### src/rtl/acc_alu_pkg.sv
package acc_alu_pkg;
  localparam int OPW = 8;

  typedef enum logic [3:0] {
    K_NONE, K_LOAD, K_OR, K_AND, K_XOR,
    K_ADD, K_SUBD, K_SUBM, K_SHR, K_SHL
  } alu_kind_e;

  typedef struct packed {
    alu_kind_e kind;
    logic      chain;  // carry/borrow/ring bit comes from the old flag
    logic      imm;    // operand is the byte after the opcode
  } alu_dec_t;
endpackage

### src/rtl/acc_alu_decode.sv
module acc_alu_decode
  import acc_alu_pkg::*;
(
  input  logic [OPW-1:0] opcode,
  output alu_dec_t       dec
);
  always_comb begin
    dec = '{kind: K_NONE, chain: 1'b0, imm: 1'b0};
    unique case (opcode)
      8'hF1: dec.kind = K_OR;
      8'hF2: dec.kind = K_AND;
      8'hF3: dec.kind = K_XOR;
      8'hF4: dec.kind = K_ADD;
      8'hF5: dec.kind = K_SUBD;
      8'hF6: dec.kind = K_SHR;
      8'hF7: dec.kind = K_SUBM;
      8'hF8: dec = '{kind: K_LOAD, chain: 1'b0, imm: 1'b1};
      8'hF9: dec = '{kind: K_OR,   chain: 1'b0, imm: 1'b1};
      8'hFA: dec = '{kind: K_AND,  chain: 1'b0, imm: 1'b1};
      8'hFB: dec = '{kind: K_XOR,  chain: 1'b0, imm: 1'b1};
      8'hFC: dec = '{kind: K_ADD,  chain: 1'b0, imm: 1'b1};
      8'hFD: dec = '{kind: K_SUBD, chain: 1'b0, imm: 1'b1};
      8'hFE: dec.kind = K_SHL;
      8'hFF: dec = '{kind: K_SUBM, chain: 1'b0, imm: 1'b1};
      8'h74: dec = '{kind: K_ADD,  chain: 1'b1, imm: 1'b0};
      8'h75: dec = '{kind: K_SUBD, chain: 1'b1, imm: 1'b0};
      8'h76: dec = '{kind: K_SHR,  chain: 1'b1, imm: 1'b0};
      8'h77: dec = '{kind: K_SUBM, chain: 1'b1, imm: 1'b0};
      8'h7C: dec = '{kind: K_ADD,  chain: 1'b1, imm: 1'b1};
      8'h7D: dec = '{kind: K_SUBD, chain: 1'b1, imm: 1'b1};
      8'h7E: dec = '{kind: K_SHL,  chain: 1'b1, imm: 1'b0};
      8'h7F: dec = '{kind: K_SUBM, chain: 1'b1, imm: 1'b1};
      default: ;
    endcase
  end

  // a shift never asks the sequencer for an immediate byte
  always_comb begin
    assert_shift_not_imm_R10: assert (!(dec.imm && (dec.kind == K_SHL || dec.kind == K_SHR)));
  end
endmodule

### src/rtl/acc_alu_exec.sv
module acc_alu_exec
  import acc_alu_pkg::*;
#(
  parameter int DW = 8
) (
  input  alu_dec_t      dec,
  input  logic [DW-1:0] d_in,
  input  logic          df_in,
  input  logic [DW-1:0] opnd,
  output logic [DW-1:0] d_out,
  output logic          df_out,
  output logic          writes
);
  localparam int MSB = DW - 1;

  logic [DW-1:0] add_a, add_b;
  logic          add_cin;
  logic [DW:0]   add_sum;

  // Shared adder: subtraction is a + ~b + cin, carry-out means no borrow
  always_comb begin
    add_a   = opnd;
    add_b   = d_in;
    add_cin = dec.chain ? df_in : 1'b0;
    unique case (dec.kind)
      K_SUBD: begin
        add_a   = opnd;
        add_b   = ~d_in;
        add_cin = dec.chain ? df_in : 1'b1;
      end
      K_SUBM: begin
        add_a   = d_in;
        add_b   = ~opnd;
        add_cin = dec.chain ? df_in : 1'b1;
      end
      default: ;
    endcase
    add_sum = {1'b0, add_a} + {1'b0, add_b} + {{DW{1'b0}}, add_cin};
  end

  always_comb begin
    d_out  = d_in;
    df_out = df_in;
    writes = 1'b1;
    unique case (dec.kind)
      K_LOAD: d_out = opnd;
      K_OR:   d_out = opnd | d_in;
      K_AND:  d_out = opnd & d_in;
      K_XOR:  d_out = opnd ^ d_in;
      K_ADD, K_SUBD, K_SUBM: begin
        d_out  = add_sum[DW-1:0];
        df_out = add_sum[DW];
      end
      K_SHR: begin
        d_out  = {dec.chain ? df_in : 1'b0, d_in[MSB:1]};
        df_out = d_in[0];
      end
      K_SHL: begin
        d_out  = {d_in[MSB-1:0], dec.chain ? df_in : 1'b0};
        df_out = d_in[MSB];
      end
      default: writes = 1'b0;
    endcase
  end
endmodule

### src/rtl/acc_alu.sv
module acc_alu
  import acc_alu_pkg::*;
#(
  parameter int DW = 8
) (
  input  logic           clk,
  input  logic           rst_n,
  input  logic           op_valid,
  output logic           op_ready,
  input  logic [OPW-1:0] opcode,
  input  logic [DW-1:0]  operand,
  output logic           imm_operand,
  output logic [DW-1:0]  acc_d,
  output logic           acc_df
);
  alu_dec_t      dec;
  logic [DW-1:0] nxt_d;
  logic          nxt_df;
  logic          writes;
  logic          fire;

  acc_alu_decode u_dec (.opcode(opcode), .dec(dec));

  acc_alu_exec #(.DW(DW)) u_exec (
    .dec(dec), .d_in(acc_d), .df_in(acc_df), .opnd(operand),
    .d_out(nxt_d), .df_out(nxt_df), .writes(writes)
  );

  assign op_ready    = 1'b1;
  assign imm_operand = dec.imm;
  assign fire        = op_valid && op_ready;

  always_ff @(posedge clk) begin
    if (!rst_n) begin
      acc_d  <= '0;
      acc_df <= 1'b0;
    end else if (fire && writes) begin
      acc_d  <= nxt_d;
      acc_df <= nxt_df;
    end
  end

  assert_idle_hold_R2: assert property (@(posedge clk) disable iff (!rst_n)
    !op_valid |=> ($stable(acc_d) && $stable(acc_df)));

  assert_logic_keeps_flag_R3: assert property (@(posedge clk) disable iff (!rst_n)
    (fire && (dec.kind == K_OR || dec.kind == K_AND || dec.kind == K_XOR)) |=> $stable(acc_df));

  assert_load_value_R4: assert property (@(posedge clk) disable iff (!rst_n)
    (fire && dec.kind == K_LOAD) |=> (acc_d == $past(operand) && $stable(acc_df)));

  assert_sd_noborrow_R6: assert property (@(posedge clk) disable iff (!rst_n)
    (fire && dec.kind == K_SUBD && !dec.chain) |=> (acc_df == ($past(operand) >= $past(acc_d))));

  assert_sm_noborrow_R7: assert property (@(posedge clk) disable iff (!rst_n)
    (fire && dec.kind == K_SUBM && !dec.chain) |=> (acc_df == ($past(acc_d) >= $past(operand))));

  assert_shr_flag_R8: assert property (@(posedge clk) disable iff (!rst_n)
    (fire && dec.kind == K_SHR) |=> (acc_df == $past(acc_d[0])));

  assert_shl_flag_R9: assert property (@(posedge clk) disable iff (!rst_n)
    (fire && dec.kind == K_SHL) |=> (acc_df == $past(acc_d[DW-1])));

  assert_unhandled_hold_R11: assert property (@(posedge clk) disable iff (!rst_n)
    (fire && dec.kind == K_NONE) |=> ($stable(acc_d) && $stable(acc_df)));
endmodule

### config.mk
export PLATFORM = sky130hd
export DESIGN_NAME = acc_alu
export DESIGN_NICKNAME = d
export VERILOG_FILES = /design/src/rtl/acc_alu_pkg.sv /design/src/rtl/acc_alu_decode.sv /design/src/rtl/acc_alu_exec.sv /design/src/rtl/acc_alu.sv
export SDC_FILE = /design/constraint.sdc
export NUM_CORES = 1
export LEC_CHECK = 0
export BUFFER_PORTS_ARGS = -buffer_cell sky130_fd_sc_hd__buf_4
export CAP_MARGIN = 40
export CELL_PAD_IN_SITES_DETAIL_PLACEMENT = 1
export CELL_PAD_IN_SITES_GLOBAL_PLACEMENT = 1
export CORE_ASPECT_RATIO = 0.5
export CORE_MARGIN = 5
export CORE_UTILIZATION = 45
export CTS_CLUSTER_SIZE = 10
export DETAILED_ROUTE_END_ITERATION = 8
export PLACE_DENSITY = 0.91
export REMOVE_ABC_BUFFERS = 1
export SLEW_MARGIN = 20
export SYNTH_ARGS = -nofsm -noshare
export SYNTH_HDL_FRONTEND = slang
export SYNTH_HIERARCHICAL = 1
export SYNTH_SLANG_ARGS = --single-unit
export TNS_END_PERCENT = 50
### constraint.sdc
create_clock -name clk -period 12.13 [get_ports clk]
set_input_delay 2.426 -clock clk [delete_from_list [all_inputs] [get_ports clk]]
set_output_delay 2.426 -clock clk [all_outputs]
set_load 0.01 [all_outputs]
==> flow_summary_export.csv <==
group,metric,value,unit
sta,finalClockSkew,0.000530,ns
yosys,ys.flop_type,"dfxtp_1",
clocking,h-tree-depth,1,
worst_setup_path,crit_required,12.31,ns
pwr,power_density,47.4,nW/um^2
yosys,synth_enable_flop_cells,0,
clocking,cts_setup_buffers,0,
global_route,grt_antenna_before_repair,0,
yosys,yosysWarningCount,6,
clocking,ctsRootBufferMaster,"clkbuf_8",
clocking,cts.sinks,9,
global_route,grt-ovfl-total,0,
die,die_area,6090,sq um
clocking,cts_tree,"built",
yosys,syn_inst,298,
route,drt_first_pass_iters,4,
route,avgViaCountPerCell,6.31,
yosys,ys_ff_latch,9,
finish,fillers,600,
clocking,cts_buffers,3,
run_status,status,"finished, final reports clean",
worst_setup_path,arrival,6.15,ns
clocking,ctsHoldBuffers,0,
pwr,leakage,0.977,nW
hold_path,hold_depth,2,
route,drc,0,
flow_run,cap_viol_max_count,0,
route,totalWireLength,7.24,mm
global_route,grt_start_max_net_pins,30,
sta,layout_min_cycle_time,5.97,ns
clocking,clkTransAtPathRegs,0.05,ns
worst_setup_path,r2r_cells,13,
finish,seqCellArea,180,sq um
yosys,syn_avg_cell_area,6.89,sq um
yosys,syn_area,2050,sq um
worst_setup_path,critical_path_class,"in2reg",
global_route,grt_usage,0.238,
global_route,grt_pass1_vias,2464,
pwr,power,0.000109,W
yosys,synth-seq-area-share,0.0878,
finish,drive_above_1_share,0.184,
worst_setup_path,crit_fanout,21,
finish,nets,360,
pwr,vdd.ir_drop.worst,0.0266,mV
sta,worst_pin_slew,0.863,ns
worst_setup_path,worstSetupStartpointType,"input port",
place,portBuffers,28,
finish,area_delta_synth_final,12.3,%
worst_setup_path,cp-end-kind,"flip-flop",
die,core,4400,sq um
die,die_x,105,um
sta,timing_hold_violations_final,0,
sta,setup_violations,0,
die,die_h,57.8,um
global_route,grt_pass1_wl,11.9,mm
route,vias,2349,
route,wl_per_cell,19.5,um
sta,maxSlewViolCount,0,
finish,diodes,0,
yosys,synth.largest_area_cell,"ha_1",
route,ant_nets,0,
yosys,synth_common_cells,"37 x nand2_1, 28 x o21ai_0, 26 x inv_1",
yosys,yosysMostFrequentCell,"nand2_1",
route,drt_iter0_drc,115,
die,rows,17,
place,place.gp.congestion,0.874,
clocking,cts_resized,0,
yosys,ys_top_cells_by_area,"ha_1 14%, dfxtp_1 8.8%, o21ai_0 6.8%",
sta,max_freq,168,MHz
finish,fin_util,0.523,
sta,rsz0062_at_grt,"no",
sta,max_slew_margin,0.424,
hold_path,hp-class,"reg2reg",
sta,period_share,0.492,
die,initial_core_util,0.466,
yosys,yosys.cell_types.count,59,
sta,fin_setup_tns,0,ns
yosys,synth_top_area_frac,0.140,
clocking,insertion_delay,0.24,ns
finish,multiInputGateArea,1670,sq um
place,hpwl,5.26,mm
die,io_pins,30,
clocking,clk_path_buf_depth,2,
yosys,synthArstFlopShare,0,
==> logic make-up (layout without fill, tap and decap cells) <==
logic type / count (synthesis) / in the layout / synth area share
and+or+nand+nor: 105 / 105 / 0.265
AOI/OAI and AO/OA: 104 / 104 / 0.338
buffers and inverters: 46 / 63 / 0.109
adders and majority gates: 25 / 25 / 0.160
DFF: 9 / 9 / 0.0878
muxes: 6 / 6 / 0.0293
xor gates and xnor gates: 2 / 2 / 0.00854
other: 1 / 1 / 0.00183
==> worst paths after layout <==
kind,endpoint,slack (ns),from
worst max-delay path,acc_df,6.16,opcode[6]
worst max register to register,acc_d[6],9.24,acc_d[0]
worst min register to register,acc_df,0.52,acc_df
worst min-delay path,acc_df,0.52,acc_df
==> cell usage in the layout, fill, tap and decap left out, types with 5 or more instances in the layout <==
| master | n |
|---|---|
| nand2_1 | 37 |
| buf_4 | 32 |
| o21ai_0 | 28 |
| inv_1 | 26 |
| ha_1 | 23 |
| a21oi_1 | 18 |
| nor2_1 | 17 |
| o21ai_2 | 10 |
| nand4_1 | 9 |
| dfxtp_1 | 9 |
| nor2b_1 | 7 |
| mux2i_1 | 6 |
| a211oi_1 | 5 |
| o22ai_1 | 5 |
==> metal layers <==
metal	vias up	routed length (um)	track usage
met5	-	0	0
met4	0	53	0.0646
met3	7	643	0.0378
met2	96	3460	0.432
met1	1133	3090	0.296
li1	1113	-	-
==> worst max-delay path, stage by stage <==
cell      delay (ns)
buf_4           0.07
nand3_1         0.24
nor3_2          0.24
buf_4           0.30
and2b_4         0.24
nand2_1         0.34
a211oi_1        0.44
a21o_1          0.16
fa_1            0.22
inv_1           0.07
fa_1            0.40
nor2b_1         0.17
o31a_1          0.16
o22ai_1         0.12
nand2b_1        0.18
a21oi_1         0.14
nand4_1         0.11
o21ai_2         0.10
==> final cells by class <==
type,instances,area share
Multi-Input combinational cell,243,0.723
Clock buffer,4,0.0196
Tap cell,57,0.0310
Sequential cell,9,0.0782
Timing Repair Buffer,32,0.104
Inverter,27,0.0440
==> registers in the layout, indices dropped and copies added (netlist names) <==
signal / flops
acc_df: 1
acc_d: 8
==> through the flow <==
stage / hold WS, ns / setup slack [ns] / std cells / cell area [sq um]
after floorplan: 0.508 / 5.71 / 279 / 1930
after global placement: 0.493 / 6.28 / 368 / 2260
after detailed placement: 0.507 / 6.05 / 368 / 2260
after CTS: 0.515 / 6.24 / 372 / 2300
after global routing: 0.534 / 5.91 / 372 / 2300
final: 0.518 / 6.16 / 372 / 2300
==> power by group <==
part | switching [W] | internal (W)
Sequential | 0.000000792 | 0.0000299
Clock | 0.0000155 | 0.0000232
Combinational | 0.0000238 | 0.0000160
Power figures use the tool's default switching activity.
